**src/rtl/apx_pkg.sv**
```systemverilog
package apx_pkg;

  typedef enum logic [2:0] {
    CMD_NOP   = 3'd0,
    CMD_RD    = 3'd1,
    CMD_RDA   = 3'd2,
    CMD_WR    = 3'd3,
    CMD_WRA   = 3'd4,
    CMD_ACT   = 3'd5,
    CMD_PRE   = 3'd6,
    CMD_OTHER = 3'd7
  } apx_cmd_e;

  typedef enum logic [1:0] {
    CLS_NONE = 2'd0,
    CLS_RD   = 2'd1,
    CLS_WR   = 2'd2,
    CLS_PA   = 2'd3
  } apx_cls_e;

  localparam int NUM_CLS = 3;

  function automatic apx_cls_e classify(apx_cmd_e c);
    case (c)
      CMD_RD, CMD_RDA:   return CLS_RD;
      CMD_WR, CMD_WRA:   return CLS_WR;
      CMD_ACT, CMD_PRE:  return CLS_PA;
      default:           return CLS_NONE;
    endcase
  endfunction

  function automatic int half_burst(int bl);
    return bl / 2;
  endfunction

  function automatic int cas_ceil(int cas_half);
    return (cas_half + 1) / 2;
  endfunction

  // index 0 = read class, 1 = write class, 2 = activate/precharge class
  function automatic int gap_after(bit prev_wr, int cls_idx, int bl, int cas_half, int wtr);
    if (cls_idx == 2) return 1;
    if (prev_wr) begin
      if (cls_idx == 0) return 1 + half_burst(bl) + wtr;
      return half_burst(bl);
    end
    if (cls_idx == 0) return half_burst(bl);
    return cas_ceil(cas_half) + half_burst(bl);
  endfunction

endpackage

```
**src/rtl/apx_judge.sv**
```systemverilog
module apx_judge
  import apx_pkg::*;
#(
  parameter int BANK_W = 2,
  parameter int CNT_W  = 6
) (
  input  logic              clk,
  input  logic              rst_n,
  input  apx_cmd_e          cmd,
  input  logic [BANK_W-1:0] bank,
  input  logic              rec_valid,
  input  logic [BANK_W-1:0] rec_bank,
  input  logic [CNT_W-1:0]  elapsed,
  input  logic [CNT_W-1:0]  gap [NUM_CLS],
  output logic [NUM_CLS-1:0] ready,
  output logic              early,
  output logic              viol
);

  apx_cls_e cls;
  logic     other_bank;
  logic     cls_ready;

  for (genvar g = 0; g < NUM_CLS; g++) begin : g_rdy
    assign ready[g] = !rec_valid || (elapsed >= gap[g]);
  end

  assign cls        = classify(cmd);
  assign other_bank = rec_valid && (bank != rec_bank);

  always_comb begin
    case (cls)
      CLS_RD:  cls_ready = ready[0];
      CLS_WR:  cls_ready = ready[1];
      CLS_PA:  cls_ready = ready[2];
      default: cls_ready = 1'b1;
    endcase
  end

  assign early = other_bank && !cls_ready;

  always_ff @(posedge clk) begin
    if (!rst_n) viol <= 1'b0;
    else        viol <= early;
  end

endmodule

```
**config.mk**
```make
export PLATFORM = sky130hd
export DESIGN_NAME = apx_judge
export DESIGN_NICKNAME = d
export VERILOG_FILES = /design/src/rtl/apx_pkg.sv /design/src/rtl/apx_judge.sv
export SDC_FILE = /design/constraint.sdc
export NUM_CORES = 1
export LEC_CHECK = 0
export ABC_AREA = 1
export ABC_CLOCK_PERIOD_IN_PS = 2200
export BUFFER_PORTS_ARGS = -buffer_cell sky130_fd_sc_hd__buf_2
export CAP_MARGIN = 20
export CELL_PAD_IN_SITES_DETAIL_PLACEMENT = 0
export CELL_PAD_IN_SITES_GLOBAL_PLACEMENT = 2
export CORE_MARGIN = 2
export CORE_UTILIZATION = 20
export DETAILED_ROUTE_END_ITERATION = 12
export GPL_ROUTABILITY_DRIVEN = 0
export GPL_TIMING_DRIVEN = 1
export PLACE_DENSITY = 0.91
export SYNTH_ARGS = -nofsm -noshare
export SYNTH_HDL_FRONTEND = slang
export SYNTH_SLANG_ARGS = --single-unit
```
**constraint.sdc**
```tcl
create_clock -name clk -period 2.2 [get_ports clk]
set_clock_uncertainty 0.15 [all_clocks]
set_input_delay 0 -clock clk [delete_from_list [all_inputs] [get_ports clk]]
set_output_delay 0 -clock clk [all_outputs]
set_load 0.05 [all_outputs]
```
* Word-level counts from Yosys, hierarchy flattened
Cells that the tools add are included.
** Cells by class
- Magnitude comparators :: 3
- Equal/unequal tests :: 10
- Multiplexer cells :: 2
- Reductions and logical operators :: 10
** Operator list (count)
- $ge 6x6->1 :: 3
- $eq 3x3->1 const B :: 3
- $eq 3x2->1 const B :: 2
- $pmux 2 s3 :: 1
- $reduce_or 2->1 :: 3
- $eq 2x2->1 const B :: 2
- $eq 3x1->1 const B :: 1
- $logic_or 1x1->1 :: 3
- $pmux 1 s3 :: 1
- $eq 2x1->1 const B :: 1
- $logic_and 1x1->1 :: 2
- $logic_not 1->1 :: 2
- $ne 2x2->1 :: 1
** Word-level totals
- Register bits :: 1
- Bits of input ports :: 34
- Output and inout port bits :: 5
- Logic and storage cells :: 26

* Logic depth before layout (Yosys ltp)
Gate-level depths: netlist (run 1).
- Depth in word-level cells :: 7
- Depth in mapped cells :: 11
- Depth with buffers taken out :: 11

* Worst setup path before layout (run 1)
Ideal clock, no wire load.
- Path type :: input-to-output
- From :: input port gap[5] (netlist bit)
- To :: output port early
- Arrival :: 1484 ps
- Data required time :: 2050 ps
- Slack :: 566 ps
- Stages on the path :: 11
- Path buffers :: 0
- Cell sequence :: inv_1 -> ha_1 -> nand2_1 -> inv_1 -> nand2_1 -> nand3_1 -> nor2_1 -> nand2_1 -> nand2_1 -> nand3_2 -> inv_1
** On the way
- Longest elaborated chain between the ends :: 5
** RTL lines
- from (decl) :: line apx_judge.sv:14 : input logic [CNT_W-1:0] gap [NUM_CLS],
- $ge 6x6->1 :: line apx_judge.sv:25 : assign ready[g] = !rec_valid || (elapsed >= gap[g]);
- $logic_or 1x1->1 :: line apx_judge.sv:25
- named net ready[2] :: line apx_judge.sv:15 : output logic [NUM_CLS-1:0] ready,
- $pmux 1 s3 :: line apx_judge.sv:32 : case (cls)
- $logic_not 1->1 :: line apx_judge.sv:40 : assign early = other_bank && !cls_ready;
- $logic_and 1x1->1 :: line apx_judge.sv:40
- to (decl) :: line apx_judge.sv:16 : output logic early,
The timed path passes the listed nets, and every way through them passes these cells.

* Worst setup path in the final report (run 1)
- From :: input port elapsed[5]
- To :: output port early
** On the way
- Longest elaborated chain between the ends :: 5
- Elaborated cells between the ends (all ways) :: 9
- Classes of those cells :: order compare (3); mux (1); reduce/logical (5)
** RTL lines
- from (decl) :: line apx_judge.sv:13 : input logic [CNT_W-1:0] elapsed,
- $ge 6x6->1 :: line apx_judge.sv:25
- $logic_or 1x1->1 :: line apx_judge.sv:25
- $pmux 1 s3 (*) :: line apx_judge.sv:32
- $logic_not 1->1 (*) :: line apx_judge.sv:40
- $logic_and 1x1->1 (*) :: line apx_judge.sv:40
Every way passes the cells marked *; elsewhere a longest branch is shown, timed or not.

==> flow_metrics.env, run 1 <==
export IMPL_rsz0062_at_grt="no"
export IMPL_synth_seq_cells=1
export IMPL_p_leak_nw=0.556
export IMPL_die_w_um=59.5
export IMPL_cts_hold_fix_buffers=0
export IMPL_worst_path_max_delay_cell="ha_1"
export IMPL_path_cells="buf_2 -> ha_1 -> nand2_1 -> inv_1 -> nand2_1 -> nand3_1 -> nor2_1 -> nand2_1 -> nand2_1 -> nand3_2 -> inv_1 -> buf_2"
export IMPL_final_antenna_net_count=0
export IMPL_die_area_um2=3540
export IMPL_cp_end_kind="output pin"
export IMPL_portBuffers=38
export IMPL_wl_per_cell_um=7.95
export IMPL_drive_above_1_share_pct=30.8
export IMPL_setup_viol=0
export IMPL_critical_path_required_ns=2.05
export IMPL_whs_ns=0.0764
export IMPL_clock_fmax_ghz=0.658
export IMPL_num_vias=697
export IMPL_num_rows=20
export IMPL_status="complete, no violations"
export IMPL_whs_endpoint="viol"
export IMPL_initialDrtViolationCount=17
export IMPL_netlist_area_um2=617
export IMPL_core_um2=3000
export IMPL_grt_max_degree=5
export IMPL_synth_top_area_cell="ha_1"
export IMPL_synthCells=105
export IMPL_timing_slew_headroom_pct=83.6
export IMPL_grt_use_total_pct=8.03
export IMPL_antenna_found_initial=0
export IMPL_synth_cell_types=16
export IMPL_nNetsFinal=197
export IMPL_drv_slew=0
export IMPL_netlist_top_cells_area="ha_1, inv_1, nand2_1, nor2_1, nand3_1"
export IMPL_critPathMaxFanout=3
export IMPL_diodes=0
export IMPL_min_delay_start="rst_n"
export IMPL_path_class="primary input to output pin"
export IMPL_worstPathArrival_ns=1.37
export IMPL_pre_cts_ws_ns=0.671
export IMPL_cts_setup_buffers=0
export IMPL_hold_class="primary input to flop"
export IMPL_startpoint_type="primary input"
export IMPL_place_inst=176
export IMPL_clkTransAtPathRegs_ns=0
export IMPL_setup_slack_ns=0.680
export IMPL_synth_seq_area_share_pct=3.25
export IMPL_fill_cells=348
export IMPL_area_growth_pct=37.5
export IMPL_p_per_area_nw_per_um2=215
export IMPL_peakVddDrop_mv=0.0606
export IMPL_overflow=0
export IMPL_synth_top_area_share_pct=36.5
export IMPL_viasPerCell=3.96
export IMPL_worstMarginPinSlew_ns=0.246
export IMPL_grt_pass1_vias=614
export IMPL_initial_core_util_pct=20.5
export IMPL_dp_hpwl_mm=1.34
export IMPL_die_h_um=59.5
export IMPL_critPathTopFamily="simple AND/OR/NAND/NOR gates"
export IMPL_grt_pass1_wl_mm=2.36
export IMPL_cts_resized=0
export IMPL_slowest_delay_ns=0.30
export IMPL_largest_register_ffs=1
export IMPL_synth_avg_cell_area_um2=5.87
export IMPL_syn_nets=157
export IMPL_drc=0
export IMPL_first_pass_iters=4
export IMPL_drt_wl_total_mm=1.40
export IMPL_maxCapViolCount=0
export IMPL_hold_viol=0
export IMPL_worstHoldPathCells=3
export IMPL_ys_warn_count=0
export IMPL_finalSetupTns_ns=0
export IMPL_ios=39
export IMPL_cp_buffers_inverters=4
export IMPL_instances_no_fill=176
export IMPL_reg_top3="viol (1)"
export IMPL_period_share_pct=69.1
export IMPL_fin_crit_ns=1.52
export IMPL_crit_top_cell="nand2_1"
export IMPL_top_register="viol"
## cell usage in the layout, fill, tap and decap left out, types with 2 or more instances in the layout
master / netlist / final
nor2_1: 12 / 12
xor2_1: 2 / 2
nand3_1: 5 / 5
o21ai_0: 3 / 3
inv_1: 28 / 28
nor2_2: 3 / 3
ha_1: 18 / 18
buf_2: 0 / 38
nand2_1: 26 / 26
## report_power, final
group / internal [mW] / switching (mW)
Clock: 0 / 0
Sequential: 0.0195 / 0.000155
Combinational: 0.0653 / 0.0977
Total: 0.0848 / 0.0978
## worst min-delay path, cell delays in order
cell and delay (ns):
buf_2 0.08, inv_1 0.03, nor2_2 0.08
## final cells by class
class                      count  area [um^2]  share of cell area, %
sequential                     1         20.0                   2.36
tap                           33         41.3                   4.87
inverter                      29          109                   12.8
multi-input combinational     75          488                   57.5
timing repair buffer          38          190                   22.4
## cells by family (layout without fill, tap and decap cells)
logic type | Yosys count | count (layout) | share of synthesized area, %
DFF | 1 | 1 | 3.25
and+or+nand+nor | 48 | 48 | 33.1
adders and majority gates | 18 | 18 | 36.5
buffers and inverters | 29 | 67 | 17.6
AOI/OAI and AO/OA | 7 | 7 | 6.69
xor gates and xnor gates | 2 | 2 | 2.84
## layer usage
metal	share of wire (%)	up-vias	routed length, um	track usage (%)
met1	48	282	669	11.1
met3	5.7	0	80	0.655
met4	0	0	0	0
li1	-	397	-	-
met5	0	-	0	0
met2	46	18	650	14.4
## per-stage QoR
step | cell area [um^2] | util, % | power [mW]
final | 848 | 28.2 | 0.183
after floorplan | 617 | - | 0.127
after detailed placement | 848 | 28.2 | 0.185
after global routing | 848 | 28.2 | 0.209
after global placement | 848 | 28.2 | 0.182
after CTS | 848 | 28.2 | 0.186
## synthesized netlist by cell type (all sizes together)
| master | n |
|---|---|
| xor2 | 2 |
| dfxtp | 1 |
| a21boi | 1 |
| a21oi | 2 |
| nand3 | 6 |
| nor2 | 15 |
| nor3b | 1 |
| nand2 | 26 |
| ha | 18 |
| inv | 29 |
| o21ai | 4 |
## worst max-delay path by stage
stage	cells past startpoint	start	to	slack, ns
6_report	12	elapsed[5]	early	0.68
3_3_place_gp	12	elapsed[5]	early	0.67
4_1_cts	12	elapsed[5]	early	0.66
5_1_grt	12	elapsed[5]	early	0.50
3_5_place_dp	12	elapsed[5]	early	0.67
2_1_floorplan	11	gap[5]	early	0.57
No activity file was read; power rests on OpenSTA's default activity.
==> run 2, diff against run 1 <==
--- a/config.mk
+++ b/config.mk
@@ -5,8 +5,8 @@
 export SDC_FILE = /design/constraint.sdc
 export NUM_CORES = 1
 export LEC_CHECK = 0
-export ABC_AREA = 1
-export ABC_CLOCK_PERIOD_IN_PS = 2200
+export ABC_AREA = 0
+export ABC_CLOCK_PERIOD_IN_PS = 1500
 export BUFFER_PORTS_ARGS = -buffer_cell sky130_fd_sc_hd__buf_2
 export CAP_MARGIN = 20
 export CELL_PAD_IN_SITES_DETAIL_PLACEMENT = 0
@@ -16,7 +16,7 @@
 export DETAILED_ROUTE_END_ITERATION = 12
 export GPL_ROUTABILITY_DRIVEN = 0
 export GPL_TIMING_DRIVEN = 1
-export PLACE_DENSITY = 0.91
+export PLACE_DENSITY = 0.88
 export SYNTH_ARGS = -nofsm -noshare
 export SYNTH_HDL_FRONTEND = slang
 export SYNTH_SLANG_ARGS = --single-unit
==> constraint.sdc (replaced) <==
create_clock -name clk -period 1.5 [get_ports clk]
set_clock_uncertainty 0.15 [all_clocks]
set_input_delay 0 -clock clk [delete_from_list [all_inputs] [get_ports clk]]
set_output_delay 0 -clock clk [all_outputs]
set_load 0.05 [all_outputs]
==> flow_metrics.env, run 2 <==
export IMPL_fin_crit_ns=1.48
export IMPL_path_class="primary input to output pin"
export IMPL_overflow=0
export IMPL_finalPower_mw=0.368
export IMPL_grt_use_total_pct=9.96
export IMPL_peakVddDrop_mv=0.198
export IMPL_initialDrtViolationCount=14
export IMPL_setup_slack_ns=0.0174
export IMPL_diodes=0
export IMPL_drt_wl_total_mm=1.53
export IMPL_die_area_um2=3220
export IMPL_final_common_cell="buf_2"
export IMPL_ys_warn_count=0
export IMPL_hold_viol=0
export IMPL_ios=39
export IMPL_grt_pass1_wl_mm=2.65
export IMPL_maxCapViolCount=0
export IMPL_min_delay_start="rst_n"
export IMPL_synth_edf_count=0
export IMPL_drive_above_1_share_pct=57.6
export IMPL_wl_per_cell_um=10.3
export IMPL_critPathMaxFanout=2
export IMPL_die_h_um=56.8
export IMPL_portBuffers=38
export IMPL_seqCellArea_um2=20.0
export IMPL_synth_top_area_cell="ha_1"
export IMPL_reg_top3="viol (1)"
export IMPL_pre_cts_ws_ns=-0.148
export IMPL_die_w_um=56.8
export IMPL_initial_core_util_pct=20.5
export IMPL_fill_cells=302
export IMPL_multiInputGateArea_um2=627
export IMPL_hold_class="primary input to flop"
export IMPL_netlist_area_um2=557
export IMPL_layout_common_cells="buf_2, ha_1, inv_1"
export IMPL_drc=0
export IMPL_p_leak_nw=0.555
export IMPL_core_um2=2710
export IMPL_first_pass_iters=3
export IMPL_synth_seq_area_share_pct=3.60
export IMPL_p_per_area_nw_per_um2=359
export IMPL_async_flop_share_pct=0
export IMPL_timing_slew_headroom_pct=63.8
export IMPL_clkTransAtPathRegs_ns=0
export IMPL_startpoint_type="primary input"
export IMPL_largest_register_ffs=1
export IMPL_status="complete, no violations"
export IMPL_viasPerCell=4.35
export IMPL_instances_no_fill=149
export IMPL_top_register="viol"
export IMPL_dp_hpwl_mm=1.42
export IMPL_synth_seq_cells=1
export IMPL_synth_most_common_cell="ha_1"
export IMPL_crit_path_start="gap[4]"
export IMPL_num_rows=19
export IMPL_netlist_top_cells_area="ha_1, inv_1, a21o_1, xor2_1, nand2b_1"
export IMPL_synth_cell_types=23
export IMPL_period_share_pct=98.8
export IMPL_cp_end_kind="output pin"
export IMPL_synth_flop_cell="dfxtp_1"
export IMPL_critical_path_required_ns=1.35
export IMPL_finalSetupTns_ns=0
export IMPL_synthTopCellsByCount="ha_1, inv_1, a21o_1, nand2_1, nand2b_1"
export IMPL_drv_slew=0
export IMPL_nNetsFinal=172
export IMPL_grt_pass1_vias=668
export IMPL_worstMarginPinSlew_ns=0.537
export IMPL_synth_avg_cell_area_um2=7.63
export IMPL_synth_top_area_share_pct=40.4
export IMPL_setup_viol=0
export IMPL_final_antenna_net_count=0
export IMPL_grt_max_degree=5
export IMPL_worstPathArrival_ns=1.33
export IMPL_synthCells=73
export IMPL_place_inst=148
export IMPL_num_vias=648
export IMPL_syn_nets=125
export IMPL_antenna_found_initial=0
export IMPL_rsz0062_at_grt="yes"
export IMPL_clock_fmax_ghz=0.675
export IMPL_area_growth_pct=84.0
run 2: changes by cell type in the layout (fill, tap and decap cells not counted), sizes merged, moves of 2 or more:
cell	change
a31oi	+2
nand2	-22
nor2b	+2
nand3	-3
inv	-13
nor2	-14
buf	+7
nand2b	+4
a21o	+5
run 2: what timing repair did:
action,4_1_cts,5_1_grt
setup endpoints to repair,2,2
setup buffers,0,1
hold endpoints to repair,0,0
pin swaps,1,3
resized for setup,7,4
cloned,0,0
hold buffers,0,0
run 2: routing by layer:
metal  routed length, um  track usage (%)
met3                 165             2.30
met1                 595             11.4
met5                   0                0
met2                 768             19.6
met4                   0                0
run 2: final cells by class:
type,count,share of cell area [%]
inverter,16,6.11
timing repair buffer,45,27.0
sequential,1,1.95
multi-input combinational,56,61.2
tap,31,3.79
run 2: final timing paths:
kind | end | cells past startpoint | slack [ns]
min | viol | 2 | 0.14
max | early | 9 | 0.02
run 2: where the power goes:
part / switching, mW / internal, mW
registers: 0.000228 / 0.0287
clock network: 0 / 0
logic: 0.175 / 0.165
run 2: cells by family (layout without fill, tap and decap cells):
group                    after synthesis  in the layout  synth area share (%)
XOR/XNOR                               4              4                  6.29
flip-flops                             1              1                  3.60
adder cells (fa/ha/maj)               18             18                  40.5
AO/OA/AOI/OAI                         17             17                  20.9
AND/OR/NAND/NOR                       17             17                  18.0
buffers and inverters                 16             61                  10.8
run 2: per-stage QoR:
stage	utilization (%)	hold WS, ns	instance area (um^2)
after floorplan	-	0.0376	687
after global placement	35.5	0.144	961
after detailed placement	35.5	0.149	961
after CTS	36.5	0.149	990
after global routing	37.8	0.159	1020
final	37.8	0.144	1020
run 2: critical path: stages:
cell	delay [ns]
buf_2	0.10
inv_2	0.06
ha_4	0.20
a21o_1	0.16
a21oi_2	0.17
o21ai_4	0.08
a32o_2	0.27
nor3_4	0.12
buf_6	0.18
==> run 3, diff against run 2 <==
--- a/config.mk
+++ b/config.mk
@@ -12,11 +12,12 @@
 export CELL_PAD_IN_SITES_DETAIL_PLACEMENT = 0
 export CELL_PAD_IN_SITES_GLOBAL_PLACEMENT = 2
 export CORE_MARGIN = 2
-export CORE_UTILIZATION = 20
+export CORE_UTILIZATION = 21
+export CTS_BUF_LIST = sky130_fd_sc_hd__clkbuf_4 sky130_fd_sc_hd__clkbuf_8
 export DETAILED_ROUTE_END_ITERATION = 12
 export GPL_ROUTABILITY_DRIVEN = 0
 export GPL_TIMING_DRIVEN = 1
-export PLACE_DENSITY = 0.88
+export PLACE_DENSITY = 0.92
 export SYNTH_ARGS = -nofsm -noshare
 export SYNTH_HDL_FRONTEND = slang
 export SYNTH_SLANG_ARGS = --single-unit
==> flow_metrics.env, run 3 (same netlist as run 2, synthesis figures left out) <==
export IMPL_status="finished, violations left"
export IMPL_violations="setup timing"
export IMPL_worst_path_max_delay_cell="a32o_2"
export IMPL_critPathMaxFanout=2
export IMPL_critPathTopFamily="compound AO/OA/AOI/OAI gates"
export IMPL_first_pass_iters=2
export IMPL_maxCapViolCount=0
export IMPL_initial_core_util_pct=22.3
export IMPL_core_um2=2500
export IMPL_overflow=0
export IMPL_antenna_found_initial=0
export IMPL_cts_hold_fix_buffers=0
export IMPL_final_common_cell="buf_2"
export IMPL_ios=39
export IMPL_whs_endpoint="viol"
export IMPL_whs_ns=0.122
export IMPL_grt_use_total_pct=10.9
export IMPL_num_rows=18
export IMPL_num_vias=642
export IMPL_min_delay_start="rst_n"
export IMPL_hold_class="primary input to flop"
export IMPL_p_per_area_nw_per_um2=361
export IMPL_diodes=0
export IMPL_area_growth_pct=96.4
export IMPL_initialDrtViolationCount=6
export IMPL_viasPerCell=4.28
export IMPL_setup_slack_ns=-0.0395
export IMPL_setup_viol=2
export IMPL_final_antenna_net_count=0
export IMPL_reg_top3="viol (1)"
export IMPL_period_share_pct=103
export IMPL_fin_crit_ns=1.54
export IMPL_startpoint_type="primary input"
export IMPL_die_h_um=55.5
export IMPL_drive_above_1_share_pct=60.8
export IMPL_grt_max_degree=5
export IMPL_cp_buffers_inverters=3
export IMPL_crit_top_cell="buf_6"
export IMPL_peakVddDrop_mv=0.204
export IMPL_path_cells="buf_6 -> inv_4 -> ha_4 -> a21o_1 -> a31oi_4 -> o21ai_4 -> a32o_2 -> nor3_4 -> buf_6"
export IMPL_hold_viol=0
export IMPL_portBuffers=38
export IMPL_drt_wl_total_mm=1.60
export IMPL_layout_common_cells="buf_2, inv_1, ha_1"
export IMPL_nNetsFinal=174
export IMPL_clock_fmax_ghz=0.650
export IMPL_die_w_um=55.5
export IMPL_path_class="primary input to output pin"
export IMPL_multiInputGateArea_um2=664
export IMPL_slowest_delay_ns=0.28
export IMPL_top_register="viol"
export IMPL_cp_end_kind="output pin"
export IMPL_drv_slew=0
export IMPL_wl_per_cell_um=10.7
export IMPL_drc=0
export IMPL_worstMarginPinSlew_ns=0.631
export IMPL_finalSetupTns_ns=-0.0640
export IMPL_rsz0062_at_grt="yes"
export IMPL_critical_path_required_ns=1.35
export IMPL_grt_pass1_vias=650
export IMPL_die_area_um2=3080
export IMPL_timing_slew_headroom_pct=57.5
export IMPL_seqCellArea_um2=20.0
export IMPL_p_leak_nw=0.573
export IMPL_fill_cells=256
export IMPL_largest_register_ffs=1
export IMPL_dp_hpwl_mm=1.41
export IMPL_clkTransAtPathRegs_ns=0
export IMPL_grt_pass1_wl_mm=2.86
export IMPL_worstPathArrival_ns=1.39
export IMPL_worstHoldPathCells=2
## run 3: timing repair
item,CTS,global route
buffers inserted,3,1
resized for setup,9,11
setup endpoints to repair,2,2
pin swaps,3,5
## run 3: worst max path at each step
| stage | from | endpoint | cells past startpoint |
|---|---|---|---|
| after floorplan | gap[8] | early | 7 |
| after global placement | elapsed[2] | early | 8 |
| after detailed placement | elapsed[2] | early | 8 |
| after CTS | gap[4] | viol | 8 |
| after global routing | gap[8] | early | 9 |
| final | gap[8] | early | 9 |
## run 3: cell type report
class                   count  share of cell area (%)
multi-input cells          56                    60.8
repair buffers             47                    27.6
inverters                  16                    6.41
well taps                  30                    3.43
flip-flops and latches      1                    1.83
## run 3: power breakdown
group	switching, mW	internal [mW]	leakage, nW
Sequential	0.000223	0.0287	0.00815
Clock	0	0	0
Combinational	0.186	0.180	0.565
Total	0.186	0.209	0.573
## run 3: per-stage QoR
step | cells | setup WS (ns) | power, mW | utilization [%] | instance area (um^2)
2_1_floorplan | 73 | -0.0951 | 0.239 | - | 687
3_3_place_gp | 146 | -0.132 | 0.340 | 38.1 | 952
3_5_place_dp | 146 | -0.185 | 0.349 | 38.1 | 952
4_1_cts | 149 | -0.0138 | 0.373 | 40.4 | 1010
5_1_grt | 150 | -0.103 | 0.436 | 43.7 | 1090
6_report | 150 | -0.0395 | 0.395 | 43.7 | 1090
## run 3: layer usage
metal	wire, um	track usage (%)
met1	661	13.7
met2	830	20.9
met3	110	1.41
met4	0	0
met5	0	0
